## src/rtl/irq_dest_pkg.sv

```systemverilog
package irq_dest_pkg;

    localparam int TGT_N   = 16;
    localparam int DEST_W  = 8;
    localparam int VEC_W   = 8;
    localparam int PIN_W   = 5;
    localparam int DMODE_W = 3;

    localparam int ID_BUS_W = TGT_N * DEST_W;

    typedef logic [TGT_N-1:0]   tmask_t;
    typedef logic [DEST_W-1:0]  dest_t;
    typedef logic [VEC_W-1:0]   vec_t;
    typedef logic [PIN_W-1:0]   pin_t;
    typedef logic [DMODE_W-1:0] dmode_t;

    localparam dmode_t DM_FIXED  = dmode_t'(0);
    localparam dmode_t DM_LOWPRI = dmode_t'(1);

    localparam dest_t DEST_ALL  = {DEST_W{1'b1}};
    localparam dest_t DEST_NONE = '0;

    typedef struct packed {
        dest_t  dest;
        logic   logical;
        dmode_t dmode;
        vec_t   vector;
        logic   level;
        pin_t   pin;
    } route_req_t;

    // Isolate the least significant set bit of a target mask.
    function automatic tmask_t lowest_bit(input tmask_t m);
        return m & (~m + tmask_t'(1));
    endfunction

endpackage

```

## src/rtl/irq_dest_match.sv

```systemverilog
module irq_dest_match
    import irq_dest_pkg::*;
(
    input  logic                clk,
    input  logic                rst,
    input  dest_t               dest,
    input  logic                logical,
    input  tmask_t              present,
    input  logic [ID_BUS_W-1:0] phys_ids,
    input  tmask_t              logic_hit,
    output tmask_t              dset
);

    tmask_t id_hit;

    for (genvar i = 0; i < TGT_N; i++) begin : g_idcmp
        assign id_hit[i] = present[i] && (phys_ids[i*DEST_W +: DEST_W] == dest);
    end

    always_comb begin
        if (!logical) begin
            if (dest == DEST_ALL) dset = present;
            else                  dset = lowest_bit(id_hit);
        end else begin
            if (dest == DEST_NONE) dset = '0;
            else                   dset = present & logic_hit;
        end
    end

    // a non-broadcast physical lookup never names more than one target
    p_phys_single_r2: assert property (@(posedge clk) disable iff (rst)
        (!logical && dest != DEST_ALL) |-> $onehot0(dset));

    // logical destination zero reaches nobody
    p_logical_zero_r4: assert property (@(posedge clk) disable iff (rst)
        (logical && dest == DEST_NONE) |-> (dset == '0));

    // every logically addressed target is present
    p_logical_present_r5: assert property (@(posedge clk) disable iff (rst)
        logical |-> ((dset & ~present) == '0));

endmodule

```

## src/rtl/irq_mode_filter.sv

```systemverilog
module irq_mode_filter
    import irq_dest_pkg::*;
(
    input  logic   clk,
    input  logic   rst,
    input  tmask_t dset,
    input  dmode_t dmode,
    input  pin_t   pin,
    input  tmask_t present,
    output tmask_t load_set,
    output logic   unsup
);

    tmask_t only_t0;
    logic   pin0_rule;

    always_comb begin
        only_t0    = '0;
        only_t0[0] = present[0];
    end

    assign pin0_rule = (pin == '0) && (dset != '0);

    always_comb begin
        load_set = '0;
        unsup    = 1'b0;
        unique case (dmode)
            DM_FIXED:  load_set = pin0_rule ? only_t0 : dset;
            DM_LOWPRI: load_set = pin0_rule ? only_t0 : lowest_bit(dset);
            default:   unsup    = 1'b1;
        endcase
    end

    // lowest-priority delivery names at most one target
    p_lowpri_single_r8: assert property (@(posedge clk) disable iff (rst)
        (dmode == DM_LOWPRI) |-> $onehot0(load_set));

    // an unserviceable code loads nothing
    p_unsup_empty_r10: assert property (@(posedge clk) disable iff (rst)
        unsup |-> (load_set == '0));

endmodule

```

## src/rtl/irq_inject_seq.sv

```systemverilog
module irq_inject_seq
    import irq_dest_pkg::*;
(
    input  logic   clk,
    input  logic   rst,
    input  logic   load,
    input  tmask_t load_set,
    input  vec_t   load_vec,
    input  logic   load_lvl,
    input  logic   load_unsup,
    output logic   busy,
    output tmask_t strobe,
    output vec_t   strobe_vec,
    output logic   strobe_lvl,
    output logic   unsup_flag
);

    tmask_t pending_q;
    vec_t   vec_q;
    logic   lvl_q;
    logic   unsup_q;

    assign strobe     = lowest_bit(pending_q);
    assign busy       = (pending_q != '0);
    assign strobe_vec = vec_q;
    assign strobe_lvl = lvl_q;
    assign unsup_flag = unsup_q;

    always_ff @(posedge clk) begin
        if (rst) begin
            pending_q <= '0;
            vec_q     <= '0;
            lvl_q     <= 1'b0;
            unsup_q   <= 1'b0;
        end else begin
            unsup_q <= 1'b0;
            if (load) begin
                pending_q <= load_set;
                vec_q     <= load_vec;
                lvl_q     <= load_lvl;
                unsup_q   <= load_unsup;
            end else begin
                pending_q <= pending_q & ~strobe;
            end
        end
    end

    // while busy, no new target can enter the pending set
    p_ignore_busy_r11: assert property (@(posedge clk) disable iff (rst)
        busy |=> ((pending_q & ~$past(pending_q)) == '0));

    // consecutive strobes climb in target index
    p_ascend_r6: assert property (@(posedge clk) disable iff (rst)
        ((strobe != '0) && ($past(strobe) != '0)) |-> (strobe > $past(strobe)));

    // the unsupported flag never coincides with pending work
    p_unsup_quiet_r10: assert property (@(posedge clk) disable iff (rst)
        unsup_q |-> !busy);

    // the flag lasts a single cycle
    p_unsup_pulse_r10: assert property (@(posedge clk) disable iff (rst)
        unsup_q |=> !unsup_q);

endmodule

```

## src/rtl/irq_dest_resolver.sv

```systemverilog
module irq_dest_resolver
    import irq_dest_pkg::*;
(
    input  logic                clk,
    input  logic                rst,
    input  logic                req_valid,
    input  logic [DEST_W-1:0]   req_dest,
    input  logic                req_logical,
    input  logic [DMODE_W-1:0]  req_dmode,
    input  logic [VEC_W-1:0]    req_vector,
    input  logic                req_level,
    input  logic [PIN_W-1:0]    req_pin,
    input  logic [TGT_N-1:0]    tgt_present,
    input  logic [ID_BUS_W-1:0] tgt_phys_id,
    input  logic [TGT_N-1:0]    tgt_logical_hit,
    output logic                busy,
    output logic [TGT_N-1:0]    inj_valid,
    output logic [VEC_W-1:0]    inj_vector,
    output logic                inj_level,
    output logic                unsupported
);

    route_req_t req;
    tmask_t     addr_set;
    tmask_t     load_set;
    logic       load_unsup;
    logic       accept;

    assign req = '{dest:    req_dest,
                   logical: req_logical,
                   dmode:   req_dmode,
                   vector:  req_vector,
                   level:   req_level,
                   pin:     req_pin};

    assign accept = req_valid && !busy;

    irq_dest_match u_match (
        .clk       (clk),
        .rst       (rst),
        .dest      (req.dest),
        .logical   (req.logical),
        .present   (tgt_present),
        .phys_ids  (tgt_phys_id),
        .logic_hit (tgt_logical_hit),
        .dset      (addr_set)
    );

    irq_mode_filter u_filter (
        .clk      (clk),
        .rst      (rst),
        .dset     (addr_set),
        .dmode    (req.dmode),
        .pin      (req.pin),
        .present  (tgt_present),
        .load_set (load_set),
        .unsup    (load_unsup)
    );

    irq_inject_seq u_seq (
        .clk        (clk),
        .rst        (rst),
        .load       (accept),
        .load_set   (load_set),
        .load_vec   (req.vector),
        .load_lvl   (req.level),
        .load_unsup (load_unsup),
        .busy       (busy),
        .strobe     (inj_valid),
        .strobe_vec (inj_vector),
        .strobe_lvl (inj_level),
        .unsup_flag (unsupported)
    );

    // any strobe names a target that is present
    p_strobe_present_r6: assert property (@(posedge clk) disable iff (rst)
        ((inj_valid & ~tgt_present) == '0) || !$stable(tgt_present));

endmodule

```

## config.mk

```make
export PLATFORM = sky130hd
export DESIGN_NAME = irq_dest_resolver
export DESIGN_NICKNAME = d
export VERILOG_FILES = /design/src/rtl/irq_dest_pkg.sv /design/src/rtl/irq_dest_match.sv /design/src/rtl/irq_mode_filter.sv /design/src/rtl/irq_inject_seq.sv /design/src/rtl/irq_dest_resolver.sv
export SDC_FILE = /design/constraint.sdc
export NUM_CORES = 1
export LEC_CHECK = 0
export BUFFER_PORTS_ARGS = -buffer_cell sky130_fd_sc_hd__buf_2
export CAP_MARGIN = 10
export CELL_PAD_IN_SITES_DETAIL_PLACEMENT = 0
export CELL_PAD_IN_SITES_GLOBAL_PLACEMENT = 1
export CORE_MARGIN = 5
export CORE_UTILIZATION = 28
export DETAILED_ROUTE_END_ITERATION = 10
export PLACE_DENSITY_LB_ADDON = 0.15
export SLEW_MARGIN = 20
export SYNTH_ARGS = -nofsm -noshare
export SYNTH_HDL_FRONTEND = slang
export SYNTH_SLANG_ARGS = --single-unit
```

## constraint.sdc

```tcl
create_clock -name clk -period 2.8 [get_ports clk]
set_clock_uncertainty 0.1 [all_clocks]
set_input_delay 0.56 -clock clk [delete_from_list [all_inputs] [get_ports clk]]
set_output_delay 0.56 -clock clk [all_outputs]
set_load 0.01 [all_outputs]
```

==> metrics, run 1 <==
GR peak layer met2; ant diodes 0; CTS tree built; class of the worst hold path reg2reg; met3 Resource Use GR 0.0373; post-synthesis cell type count a little under 60; switching share of power 0.337; EDFF count, synth 0; Power Density around 230 nW/um^2; part of the cycle the worst path needs 1.01; post-synthesis area per instance roughly 7.6 sq um; I/O Buffers about 220; global-route wire length before repair between 20000 and 25000 um; DRC 0; Slew Limit Fails 0; Design Area, Final between 6000 and 7000 sq um; Total Wirelength approximately 16000 um; final hold violation count 0; Max-cap violations 0; leading area contributor after synthesis xnor2_1; Worst Setup Slack, final -0.0162 ns; Tot Pwr ~1.5 mW; Die Ht 126 um; synth top area cells xnor2_1 (19%), dfxtp_1 (14%), xor2_1 (9.8%); Initial Util 0.284; Crit. End Element flop; clk root buf clkbuf_16; post-route ant nets 0; DP Cell Count approximately 950; Flop pwr share 0.256; final net count 994; CP arrival 2.86 ns; drt pass-1 iters 4; dpl hpwl around 13000 um; P_sw slightly above 0.5 mW; share of cells above drive strength 1 0.537; final setup fails 5; DP Worst Slack -0.517 ns; io pins 216; Clock power frac 0.207; top_reg_cell synth dfxtp_1; Via density roughly 4.7; met1 GRT Util 0.213; worst vdd ir roughly 0.00020 V; DP Area roughly 5700 sq um; number of antenna violations at the first check in global routing 0; die width between 100 and 150 um; startpoint types input pin; post-synthesis cell area 3750 sq um; Post-synth ARST share 0; sequential-to-total area share from yosys stat 0.139; via count around 4600; commonest non-fill, non-tap cell in the layout buf_2; Row Count between 40 and 50; run status complete, but fails checks; Yosys warning count 0; DR iter-0 viols around 180; number of global-route vias before repair between 4000 and 5000; Comb power frac 0.538; largest net degree at the start of global routing 18; failing checks negative setup slack; final core utilization 0.500; TritonCTS Buffers 3; CP Max Fanout 7; GPL Wtd Cong approximately 0.85; worst path required time approximately 2.8 ns; Seq cells post-synth 26; worst-margin pin slew 0.664 ns; clock-pin slew on the worst setup and hold paths about 0.060 ns; Filler cells ~1300; Total GRT Usage 0.179; CTS H-Tree Depth 1; clk sink count 26; Area Growth Syn to Fin 76.0%; commonest cells after routing, fill and taps aside buf_2 (207), buf_4 (97), xnor2_1 (64), nand2_1 (48), xor2_1 (41); Clock Latency Late Sink ~0.26 ns; Worst Hold Margin approximately 0.35 ns; grt total ovfl 0; Setup TNS -0.0616 ns; Die ar. ~16000 sq um; Gate Count Post-Synth roughly 490; top-area cell type share of the netlist area 0.194; clock buffer depth 2; Max Fclk approximately 360 MHz; M2 GR Usage 0.342; total core area ~13000 sq um; Lkg Pwr about 3 nW; unrepaired setup endpoints after global routing true; critical path class in2reg; CTS Hold Buffers Added 0; Rel. slew slack 0.552; min Tclk post-route about 2.8 ns; internal power around 1 mW; post-route insts no fill 979; syn nets 681; wire length per cell approximately 16 um
registers in the layout, summed over array words and instances, names as in the netlist:
register / count
u_seq.unsup_flag: 1
u_seq.strobe_lvl: 1
u_seq.strobe_vec: 8
u_seq.pending_q: 16
critical path, cell delays in order:
cell and delay, ns:
buf_6 0.11, buf_12 0.14, buf_6 0.12, xnor2_1 0.14, nand4_1 0.14, nor3_1 0.10, or4_1 0.53, and3b_1 0.19
o21ai_2 0.20, nor3_2 0.08, a32oi_4 0.27, clkbuf_16 0.22, o32ai_2 0.07
path summary, 6_finish.rpt:
kind | startpoint | to | slack, ns | cells past startpoint
hold / removal | u_seq.strobe_vec[7] | u_seq.strobe_vec[7] | 0.35 | 2
setup reg to reg | u_seq.pending_q[5] | u_seq.pending_q[8] | 0.30 | 10
setup / recovery | req_dest[0] | u_seq.pending_q[12] | -0.02 | 13
hold reg to reg | u_seq.strobe_vec[7] | u_seq.strobe_vec[7] | 0.35 | 2
cell usage after synthesis, types with 5 or more instances:
library cell,number
xnor2_1,83
buf_6,17
nor3_1,24
nand2_1,50
o21ai_0,8
o32ai_2,6
a21oi_1,26
nor2b_1,9
xor2_1,42
nor4_1,13
and2_1,5
inv_1,20
nand3_1,23
dfxtp_1,26
clkbuf_1,5
o31ai_1,8
nor2_1,31
and3_1,5
nand4_1,17
o22ai_1,5
power groups by stage:
stage                     clock network [mW]  logic (mW)  registers, mW
after CTS                              0.320       0.721          0.386
after global routing                   0.330       0.882          0.388
after floorplan                            0       0.384          0.399
final                                  0.313       0.813          0.387
after detailed placement                   0       0.702          0.395
after global placement                     0       0.693          0.395
layout make-up:
cell class,instances,area [sq um],area share
Sequential cell,26,520,0.0790
Inverter,21,78.8,0.0120
Clock buffer,3,75.1,0.0114
Timing Repair Buffer,332,2240,0.340
Multi-Input combinational cell,421,3450,0.524
Tap cell,176,220,0.0334
kinds of logic after synthesis:
| group | after synthesis | share of synthesized area |
|---|---|---|
| flip-flops | 26 | 0.139 |
| AO/OA/AOI/OAI | 86 | 0.173 |
| buffers and inverters | 45 | 0.0812 |
| multiplexers | 1 | 0.00267 |
| AND/OR/NAND/NOR | 206 | 0.299 |
| XOR/XNOR | 128 | 0.305 |
timing repair:
action                                  CTS  global route
buffers inserted                          2            19
endpoints found under the setup margin   16            21
cloned                                    0             3
pin swaps                                 3            18
resized for setup                        16            92
routing by layer:
layer | vias up | share of wire
met2 | 133 | 0.53
met1 | 2108 | 0.41
met3 | 10 | 0.054
met5 | - | 0
met4 | 0 | 0.0057
li1 | 2357 | -
(Power assumes the default switching activity.)
==> run 2: changes to the inputs <==
--- a/config.mk
+++ b/config.mk
@@ -13,6 +13,7 @@
 export CORE_UTILIZATION = 28
 export DETAILED_ROUTE_END_ITERATION = 10
 export PLACE_DENSITY_LB_ADDON = 0.15
+export RECOVER_POWER = 100
 export SLEW_MARGIN = 20
 export SYNTH_ARGS = -nofsm -noshare
 export SYNTH_HDL_FRONTEND = slang
==> run 2 against run 1 <==
The run still ends with negative setup slack left. Worst setup slack got worse by 0.00069 ns. Clock-buffer cell count unchanged. Sequential power about the same. Fmax about the same. Power is 0.40% lower. Wire length grew 0.23%. Cell area down 0.57%. First-iteration DRC count is 9.4% lower. Highest routed layer unchanged.
==> metrics, run 2 (same netlist as run 1, synthesis figures left out) <==
unrepaired setup endpoints after global routing true; CP arrival 2.86 ns (about the same); post-route insts no fill 979 (unchanged); internal power 0.997 mW (-0.58%); TritonCTS Buffers 3 (unchanged); Worst Setup Slack, final -0.0169 ns (-0.000685 ns); class of the worst hold path reg2reg; die width 126 um (unchanged); number of antenna violations at the first check in global routing 0 (unchanged); Initial Util 0.284 (unchanged); share of cells above drive strength 1 0.507 (-0.0299); Flop pwr share 0.257 (about the same); drt pass-1 iters 4 (unchanged); P_sw 0.510 mW (about the same); Total GRT Usage 0.179 (unchanged); most used cell, CP buf_6; Die Ht 126 um (unchanged); Reg with most FFs u_seq.pending_q; DP Cell Count 953 (unchanged); Area Growth Syn to Fin 75.0%; largest net degree at the start of global routing 18 (unchanged); Clock Latency Late Sink 0.26 ns (about the same); via count 4612 (+0.087%); Via density 4.71 (about the same); DRC 0 (unchanged); Row Count 42 (unchanged); ant diodes 0 (unchanged); clock buffer depth 2 (unchanged); reg2reg setup slack 0.30 ns (about the same); Slew Limit Fails 0 (unchanged); worst vdd ir 0.000198 V (-0.54%); grt total ovfl 0 (unchanged); Rel. slew slack 0.552 (about the same); global-route wire length before repair 23600 um (unchanged); CTS tree built; DR iter-0 viols 164 (-9.4%); worst path required time 2.84 ns (about the same); CTS Hold Buffers Added 0 (unchanged); Max-cap violations 0 (unchanged); io pins 216 (unchanged); commonest cells after routing, fill and taps aside buf_2 (184), buf_4 (94), xnor2_1 (64), nand2_1 (48), xor2_1 (41); Comb power frac 0.536 (-0.002); multi-input gate area in the final layout 3450 sq um (unchanged); CP top delay family simple AND/OR/NAND/NOR gates; Max Fclk 355 MHz (about the same); final hold violation count 0 (unchanged); CP Max Fanout 7 (unchanged); CP max stage cell or4_1; critical-path cell list buf_6 > buf_12 > buf_6 > xnor2_1 > nand4_1 > nor3_1 > or4_1 > and3b_1 > o21ai_2 > nor3_2 > a32oi_4 > clkbuf_16 > o32ai_2; reg-to-reg endpoint u_seq.pending_q[8]; failing checks negative setup slack; dpl hpwl 12900 um (unchanged); clock-pin slew on the worst setup and hold paths 0.07 ns (about the same); critical path class in2reg; reg2reg path depth 10 (unchanged); Clock power frac 0.207 (about the same); total core area 13200 sq um (unchanged); clk sink count 26 (unchanged); Worst Hold End u_seq.strobe_vec[7]; Crit path buffers/inverters 4 (unchanged); final net count 994 (unchanged); clk root buf clkbuf_16; switching share of power 0.338 (+0.00126); I/O Buffers 215 (unchanged); part of the cycle the worst path needs 1.01 (about the same); Lkg Pwr 2.91 nW (-3.3%); wire length per cell 16.1 um (+0.23%); hold path start u_seq.strobe_vec[7]; final setup fails 5 (unchanged); worst-margin pin slew 0.663 ns (-0.000251 ns); GPL Wtd Cong 0.846 (unchanged); max reg flops 16 (unchanged); CTS H-Tree Depth 1 (unchanged); Hold Path Depth 2 (unchanged); Critical Path Max Stage Delay 0.53 ns (about the same); commonest non-fill, non-tap cell in the layout buf_2; Filler cells 1340 (+0.90%); run status complete, but fails checks; Power Density 230 nW/um^2 (+0.18%); Crit. End Element flop; number of global-route vias before repair 4831 (unchanged); startpoint types input pin; Total Wirelength 15700 um (+0.23%); Reg area 520 sq um (unchanged); DP Worst Slack -0.517 ns (unchanged); RR Startpoint u_seq.pending_q[5]; Die ar. 15800 sq um (unchanged); post-route ant nets 0 (unchanged); min Tclk post-route 2.82 ns (+0.000685 ns)
==> run 2: worst max path at each step <==
stage | start | endpoint | slack (ns) | cells past startpoint
after detailed placement | req_dest[6] | u_seq.pending_q[8] | -0.52 | 12
after CTS | req_dest[4] | u_seq.pending_q[9] | -0.0002 | 12
after floorplan | req_dest[3] | u_seq.pending_q[12] | -0.02 | 12
final | req_dest[0] | u_seq.pending_q[12] | -0.02 | 13
after global routing | req_dest[0] | u_seq.pending_q[9] | -0.12 | 13
after global placement | req_dest[6] | u_seq.pending_q[0] | -0.44 | 11
==> run 2: stage by stage <==
step                      setup TNS, ns  total power, mW   util  hold slack [ns]  area (sq um)
after global routing              -1.29             1.60  0.497            0.376          6550
after detailed placement          -7.27             1.10  0.435            0.340          5730
after global placement            -5.89             1.09  0.435            0.335          5730
after floorplan                  -0.108            0.784      -            0.345          3890
final                           -0.0634             1.51  0.497            0.350          6550
after CTS                     -0.000494             1.43  0.447            0.349          5900
==> run 2: cell type report <==
type | count | share of cell area
inverter | 21 | 0.0120
sequential | 26 | 0.0794
multi-input combinational | 421 | 0.527
timing repair buffer | 332 | 0.337
clock buffer | 3 | 0.0115
tap | 176 | 0.0336
==> run 2: power by group through the flow <==
stage / clock network (mW) / logic, mW / registers (mW)
2_1_floorplan: 0 / 0.384 / 0.399
3_3_place_gp: 0 / 0.693 / 0.395
3_5_place_dp: 0 / 0.702 / 0.395
4_1_cts: 0.320 / 0.721 / 0.386
5_1_grt: 0.330 / 0.877 / 0.388
6_report: 0.312 / 0.808 / 0.387
==> run 2: routing by layer <==
layer	share of wire	global-route usage	vias up
li1	-	-	2356
met1	0.41	0.213	2127
met2	0.53	0.342	125
met3	0.054	0.0373	4
met4	0.0048	0.0134	0
met5	0	0	-
==> run 2: repair_timing <==
action,in CTS,in global routing
endpoints found under the setup margin,16,21
pin swaps,3,18
gates cloned,0,3
resized for setup,16,92
buffers inserted,2,19
==> run 2: tightest hold or removal path, cell delays in order (launching register included) <==
cell     delay [ns]
dfxtp_1        0.31
nand2_1        0.05
a21oi_1        0.05
